<file path="config.mk">
export PLATFORM = sky130hd
export DESIGN_NAME = vcmp_ule_unit
export DESIGN_NICKNAME = d
export VERILOG_FILES = /design/src/rtl/vcmp_pkg.sv /design/src/rtl/vcmp_decode.sv /design/src/rtl/vcmp_lane_bank.sv /design/src/rtl/vcmp_fmt_select.sv /design/src/rtl/vcmp_ule_unit.sv
export SDC_FILE = /design/constraint.sdc
export NUM_CORES = 1
export LEC_CHECK = 0
export ABC_AREA = 0
export ABC_CLOCK_PERIOD_IN_PS = 5900
export BUFFER_PORTS_ARGS = -buffer_cell sky130_fd_sc_hd__clkbuf_2
export CORE_ASPECT_RATIO = 0.5
export CORE_MARGIN = 4
export CORE_UTILIZATION = 35
export DETAILED_ROUTE_END_ITERATION = 6
export GPL_TIMING_DRIVEN = 0
export SLEW_MARGIN = 15
export SYNTH_ARGS = -nofsm -noshare
export SYNTH_HDL_FRONTEND = slang
export SYNTH_HIERARCHICAL = 1
export SYNTH_SLANG_ARGS = --single-unit
</file>
<file path="constraint.sdc">
create_clock -name clk -period 5.9 [get_ports clk]
set_input_delay 0.59 -clock clk [delete_from_list [all_inputs] [get_ports clk]]
set_output_delay 0.59 -clock clk [all_outputs]
set_load 0.03 [all_outputs]
</file>
<file path="src/rtl/vcmp_pkg.sv">
package vcmp_pkg;

  localparam int ILEN = 32;
  localparam int IDXW = 5;

  localparam logic [5:0] MAJOR_CODE = 6'b011110;
  localparam logic [2:0] OPSEL_CODE = 3'b101;
  localparam logic [5:0] MINOR_CODE = 6'b001111;

  typedef enum logic [1:0] {
    FMT_BYTE  = 2'b00,
    FMT_HALF  = 2'b01,
    FMT_WORD  = 2'b10,
    FMT_DWORD = 2'b11
  } lane_fmt_e;

  // bit layout of the instruction word, most significant field first
  typedef struct packed {
    logic [5:0]      major;
    logic [2:0]      opsel;
    lane_fmt_e       fmt;
    logic [IDXW-1:0] srcb;
    logic [IDXW-1:0] srca;
    logic [IDXW-1:0] dst;
    logic [5:0]      minor;
  } insn_fields_t;

  // unsigned less-or-equal on zero-extended lane values
  function automatic logic lane_ule(input logic [63:0] a, input logic [63:0] b);
    return a <= b;
  endfunction

  // lane width in bits for a format code
  function automatic int fmt_bits(input lane_fmt_e f);
    return 8 << f;
  endfunction

endpackage

</file>
<file path="src/rtl/vcmp_decode.sv">
module vcmp_decode
  import vcmp_pkg::*;
(
  input  logic [ILEN-1:0] insn,
  output lane_fmt_e       fmt,
  output logic [IDXW-1:0] dst_idx,
  output logic [IDXW-1:0] srca_idx,
  output logic [IDXW-1:0] srcb_idx,
  output logic            legal
);

  insn_fields_t f;
  logic major_ok, opsel_ok, minor_ok;

  assign f        = insn_fields_t'(insn);
  assign major_ok = (f.major == MAJOR_CODE);
  assign opsel_ok = (f.opsel == OPSEL_CODE);
  assign minor_ok = (f.minor == MINOR_CODE);
  assign legal    = major_ok & opsel_ok & minor_ok;

  assign fmt      = f.fmt;
  assign dst_idx  = f.dst;
  assign srca_idx = f.srca;
  assign srcb_idx = f.srcb;

endmodule

</file>
<file path="src/rtl/vcmp_lane_bank.sv">
module vcmp_lane_bank #(
  parameter int VLEN = 128,
  parameter int LW   = 8
) (
  input  logic [VLEN-1:0] a,
  input  logic [VLEN-1:0] b,
  output logic [VLEN-1:0] mask
);

  localparam int NLANES = VLEN / LW;

  for (genvar i = 0; i < NLANES; i++) begin : g_lane
    logic hit;
    assign hit = vcmp_pkg::lane_ule(64'(a[i*LW +: LW]), 64'(b[i*LW +: LW]));
    assign mask[i*LW +: LW] = {LW{hit}};
  end

endmodule

</file>
<file path="src/rtl/vcmp_fmt_select.sv">
module vcmp_fmt_select
  import vcmp_pkg::*;
#(
  parameter int VLEN = 128
) (
  input  lane_fmt_e       fmt,
  input  logic [VLEN-1:0] m_byte,
  input  logic [VLEN-1:0] m_half,
  input  logic [VLEN-1:0] m_word,
  input  logic [VLEN-1:0] m_dword,
  output logic [VLEN-1:0] mask
);

  always_comb begin
    unique case (fmt)
      FMT_BYTE: mask = m_byte;
      FMT_HALF: mask = m_half;
      FMT_WORD: mask = m_word;
      default:  mask = m_dword;
    endcase
  end

endmodule

</file>
<file path="src/rtl/vcmp_ule_unit.sv">
module vcmp_ule_unit
  import vcmp_pkg::*;
#(
  parameter int VLEN = 128
) (
  input  logic             clk,
  input  logic             rst,
  input  logic             in_valid,
  input  logic [31:0]      insn,
  input  logic [VLEN-1:0]  src_a,
  input  logic [VLEN-1:0]  src_b,
  input  logic             unit_en,
  output logic             out_valid,
  output logic [VLEN-1:0]  out_mask,
  output logic [4:0]       out_dst_idx,
  output logic [4:0]       out_srca_idx,
  output logic [4:0]       out_srcb_idx,
  output logic             exc_reserved,
  output logic             exc_disabled
);

  localparam int NFMT = 4;

  lane_fmt_e       fmt;
  logic [IDXW-1:0] dst_idx, srca_idx, srcb_idx;
  logic            legal;

  // named events for the checker
  logic            fire;
  logic            raise_reserved;
  logic            raise_disabled;
  logic [VLEN-1:0] sel_mask;
  logic [VLEN-1:0] bank_mask [NFMT];

  vcmp_decode i_decode (
    .insn     (insn),
    .fmt      (fmt),
    .dst_idx  (dst_idx),
    .srca_idx (srca_idx),
    .srcb_idx (srcb_idx),
    .legal    (legal)
  );

  for (genvar k = 0; k < NFMT; k++) begin : g_bank
    vcmp_lane_bank #(.VLEN(VLEN), .LW(8 << k)) i_bank (
      .a    (src_a),
      .b    (src_b),
      .mask (bank_mask[k])
    );
  end

  vcmp_fmt_select #(.VLEN(VLEN)) i_select (
    .fmt     (fmt),
    .m_byte  (bank_mask[0]),
    .m_half  (bank_mask[1]),
    .m_word  (bank_mask[2]),
    .m_dword (bank_mask[3]),
    .mask    (sel_mask)
  );

  assign raise_reserved = in_valid & ~legal;
  assign raise_disabled = in_valid & legal & ~unit_en;
  assign fire           = in_valid & legal & unit_en;

  always_ff @(posedge clk) begin
    if (rst) begin
      out_valid    <= 1'b0;
      exc_reserved <= 1'b0;
      exc_disabled <= 1'b0;
      out_mask     <= '0;
      out_dst_idx  <= '0;
      out_srca_idx <= '0;
      out_srcb_idx <= '0;
    end else begin
      out_valid    <= fire;
      exc_reserved <= raise_reserved;
      exc_disabled <= raise_disabled;
      if (fire) begin
        out_mask     <= sel_mask;
        out_dst_idx  <= dst_idx;
        out_srca_idx <= srca_idx;
        out_srcb_idx <= srcb_idx;
      end
    end
  end

endmodule

</file>
# After elaboration in Yosys (flattened, before gate mapping)
# Index checks and enable logic that the tools add are counted.
# word_totals
output_inout_bits,146
elab_cells,52
reg_bits,146
input_bits,292
# classes
reduce_logical,1
n_mux,1
bitwise_logic,8
eq_ne,5
n_lt_le_gt_ge,30
# ops
cell,n
$pmux W128 S3,1
$le A16 B16 Y1,8
$le A32 B32 Y1,4
$le A64 B64 Y1,2
$le A8 B8 Y1,16
$and A1 B1 Y1,6
$eq A6 B4 Y1 const B,1
$eq A6 B5 Y1 const B,1
$eq A3 B3 Y1 const B,1
$eq A2 B1 Y1 const B,1
$eq A2 B2 Y1 const B,1
$logic_not A2 Y1,1
$not A1 Y1,2

# Depth between registers and ports, before layout
# logic_depth
ltp_word,5
mapped_depth,12

# Hierarchy
# Netlist, hierarchy kept.
# modules_own_cells
module,cells_each,area_each_um2,n_inst
vcmp_ule_unit,628,6434.9,1
vcmp_lane_bank (g_bank[0].i_bank),560,4384.2,1
vcmp_lane_bank (g_bank[1].i_bank),576,4266.6,1
vcmp_lane_bank (g_bank[3].i_bank),589,4215.3,1
vcmp_lane_bank (g_bank[2].i_bank),587,4210.3,1
vcmp_fmt_select,156,3196.8,1
vcmp_decode,22,175.2,1

# Worst setup path before layout
# OpenSTA, ideal clock, no wires.
# synth_path
path_type,input port to flip-flop
from,input port src_b[109]
to,register out_mask[121]
path_buffers,1
setup_time_ns,0.126
required_time_ns,5.774
setup_slack_ns,1.653
t_arrival_ns,4.121
stages,12
path_cell_list,inv_1 -> ha_1 -> nand4_2 -> or4_4 -> and4b_1 -> o41ai_1 -> nand4_1 -> nand3_1 -> buf_4 -> mux4_2 -> nand2b_1 -> mux2i_1
# synth_via
elab_chain_cells,2
word_cells_on_any_way,3
classes_between,order compare: 2; mux: 1
# synth_lines
element,line_no,rtl
"start, declared",vcmp_ule_unit.sv:11,"input logic [VLEN-1:0] src_b,"
$le A64 B64 Y1,vcmp_pkg.sv:30,return a <= b;
via g_bank[3].i_bank.g_lane[1].hit,vcmp_lane_bank.sv:13,logic hit;
$pmux W128 S3,vcmp_fmt_select.sv:15,unique case (fmt)
via sel_mask[121],vcmp_ule_unit.sv:32,logic [VLEN-1:0] sel_mask;
"end signal, assigned",vcmp_ule_unit.sv:79,out_mask <= sel_mask;
"end, declared",vcmp_ule_unit.sv:14,"output logic [VLEN-1:0] out_mask,"
# The timed path passes the listed nets, and every way through them passes these cells.
# A chain may end at the register's enable or synchronous reset.

# Worst setup path in the final report
# layout_path
from,input port src_b[5]
to,register out_mask[5]
# layout_via
elab_chain_cells,2
word_cells_on_any_way,5
classes_between,order compare: 4; mux: 1
# layout_lines
element,line_no
$le A64 B64 Y1,vcmp_pkg.sv:30
via g_bank[3].i_bank.g_lane[0].hit,vcmp_lane_bank.sv:13
$pmux W128 S3,vcmp_fmt_select.sv:15
via sel_mask[5],vcmp_ule_unit.sv:32
# The timed path passes the listed nets, and every way through them passes these cells.

==> run summary <==
Status - completed
Clock power frac - 26.1%
Fraction of synthesis flops using an asynchronous set or reset pin - 0%
Net switching power of the design - 1480 uW
Peak clock frequency supported by timing - 273 MHz
Number of hold-repair buffers added at the cts stage - 0
Worst slack at placement - 1.70 ns
Crit Path Class - input port to flip-flop
Global router's overall resource usage - 17.0%
Internal reg-to-reg setup slack - 5.20 ns
Post-Syn Area - 26900 sq um
Top FF cell, synth - sky130_fd_sc_hd__dfxtp_1
Post-route worst hold slack - 0.360 ns
Number of fillers in the final layout - 7580
Switch share - 33.3%
Final TNS setup - 0 ns
Peak supply drop - 0.000179 V
Largest fanout of any net on the critical path - 64
Unique masters post-synth - 57
Pin count of the biggest net entering global routing - 65
Post-CTS Setup Repair Bufs - 0
Number of top-level design ports - 438
Chip width - 400 microns
Post-CTS resize count - 0
Full die area - 81600 sq um
Net count of the mapped netlist - 3922
Internal - 2950 uW
Area growth from synthesis to final layout - 15.8%
Top cells by area in the synthesized netlist - sky130_fd_sc_hd__ha_1 (24%), sky130_fd_sc_hd__buf_4 (15%), sky130_fd_sc_hd__dfxtp_1 (11%)
PwrDens - 142 nW/um^2
Syn Inst Count - 3118
Slew HR - 43.9%
Post-route ant nets - 0
Net count of the finished layout - 4365
Top cells by instance count after synthesis - sky130_fd_sc_hd__buf_4 (529), sky130_fd_sc_hd__inv_1 (523), sky130_fd_sc_hd__ha_1 (512)
Minimum clock period after layout - 3.66 ns
Routed via count divided by cell count - 4.76
Clock Tree Buf Depth - 2
Count of final hold-check violations - 0
Required time worst endpoint - 6.25 ns
Die boundary height - 204 microns
Count of cells along the worst register-to-register path - 2
Wire length reported by the detailed router - 70.8 mm
WHS Path Cells - 2
Part of the power in registers - 22.2%
Core region area - 75600 sq um
Hold crit path type - input port to flip-flop
Mean instance size in the synthesized netlist - 8.62 sq um
Max Transition Viols Final - 0
Capturing element type of the critical path - flip-flop
Setup slack after layout - 2.24 ns
Starting utilization of the core area - 35.6%
Largest clock skew in the final design - 0 ns
Dominant cell by count in the synthesized netlist - sky130_fd_sc_hd__buf_4
Share of cells above drive strength 1 - 35.4%
Arrival @ worst endpoint - 4.01 ns
Initial detailed-routing violation count - 788
Root cell of the clock tree - sky130_fd_sc_hd__clkbuf_16
Row cnt - 71
Global-route wire length before repair - 113 mm
Buffers added on ports - 419
Final setup violation count - 0
Most area-hungry cell type in the Yosys netlist - sky130_fd_sc_hd__ha_1
Later-pin clock latency in the skew report - 0.43 ns
Post-route DRC - 0
First-pass iteration count of the detailed router - 4
Number of buffers created by CTS - 17
Initial antenna violation count - 5
Vias in the first global route - 22100
Static leakage power - 0.0160 uW
Portion of the clock cycle consumed by the worst path in the final layout - 62.1%
Sequential area share after synthesis - 10.9%
Clock tree from TritonCTS - done
Share of total power in combinational logic - 51.7%
Clock slew seen by the registers of the worst setup and hold paths - 0.07 ns
Number of maximum-capacitance constraint violations - 0
Overflow after GRT - 0
Fraction of post-synthesis cell area in the top cell type by area - 23.8%
Placement Cell Area - 30500 sq um
Startpoint type of the worst setup path - input port
Number of register bits inferred by synthesis - 146
Design Area, Final - 31100 sq um
Number of flops mapped to enable cells by yosys - 0
Clock H-tree levels - 4
RSZ-0062 raised after global routing - false
Count of synthesis-stage warnings from yosys - 6
Routed length per instance - 15.4 microns
Via count of the routed design - 21900
Slew at the pin closest to its max-slew limit - 0.841 ns
# clock sinks - 146
Estimated wirelength of the detail-placed design - 59.8 mm
Last weighted congestion value of the routability-driven placer - 0.858
per-layer routing:
metal | vias to the layer above | wire [microns] | track usage [%]
li1 | 11100 | - | -
met1 | 10400 | 29900 | 20.1
met2 | 222 | 38000 | 32.8
met3 | 94 | 860 | 0.979
met4 | 0 | 2040 | 5.35
met5 | - | 0 | 0
layout by cell type, fill, tap and decap left out, drive strengths merged, types with 70 or more instances in the layout:
cell and n:
buf 581, inv 529, ha 512, clkbuf 466
nand2b 292, a21oi 211, dfxtp 146, mux2i 143
mux4 128, nand4 112, nand2 105, o21ai 70
power groups by stage:
stage	Sequential, uW	Clock (uW)	Combinational (uW)
after global placement	1010	0	2260
after global routing	985	1220	2560
after floorplan	1010	0	1770
after CTS	985	1190	2320
final	986	1160	2290
after detailed placement	1010	0	2310
critical path, cell delays in order:
cell and delay, ns:
sky130_fd_sc_hd__clkbuf_2 0.13, sky130_fd_sc_hd__inv_1 0.05, sky130_fd_sc_hd__ha_1 0.28, sky130_fd_sc_hd__a21oi_1 0.15
sky130_fd_sc_hd__o21ai_1 0.13, sky130_fd_sc_hd__a221o_1 0.34, sky130_fd_sc_hd__o311a_1 0.41, sky130_fd_sc_hd__nor4_1 0.52
sky130_fd_sc_hd__a31o_4 0.71, sky130_fd_sc_hd__buf_4 0.23, sky130_fd_sc_hd__mux4_2 0.24, sky130_fd_sc_hd__nand2b_1 0.06
sky130_fd_sc_hd__mux2i_1 0.16
path summary, 6_finish.rpt:
check                               endpoint    startpoint
worst max-delay path             out_mask[5]      src_b[5]
worst min-delay path            exc_disabled       unit_en
worst max register to register  out_mask[47]  out_mask[47]
worst min register to register  out_mask[98]  out_mask[98]
cell families after synthesis:
family	count (synthesis)	share of synthesized area, %
and+or+nand+nor	657	15.0
AOI/OAI and AO/OA	404	10.1
muxes	271	16.0
DFF	146	10.9
adders and majority gates	512	23.8
buffers and inverters	1128	24.2
final cells by class:
class / count / area, sq um / share of cell area (%)
Inverter: 523 / 1960 / 6.31
Multi-Input combinational cell: 1844 / 17600 / 56.5
Sequential cell: 146 / 2920 / 9.39
Clock buffer: 18 / 429 / 1.38
Clock inverter: 13 / 174 / 0.559
Buffer: 605 / 4550 / 14.6
Antenna cell: 5 / 12.5 / 0.0402
Timing Repair Buffer: 424 / 2210 / 7.11
Tap cell: 1022 / 1280 / 4.11
sequential cells by signal (all words and copies together), names as in the netlist:
signal,count
exc_disabled,1
out_mask,128
out_srca_idx,5
out_dst_idx,5
exc_reserved,1
out_srcb_idx,5
out_valid,1
per-stage QoR:
stage / total power (uW) / util (%) / instances
after global placement: 3270 / 40.0 / 4559
after global routing: 4760 / 41.2 / 4600
after floorplan: 2770 / - / 3118
after detailed placement: 3310 / 40.3 / 4564
after CTS: 4490 / 41.1 / 4595
final: 4430 / 41.2 / 4600
(Power assumes the default switching activity.)
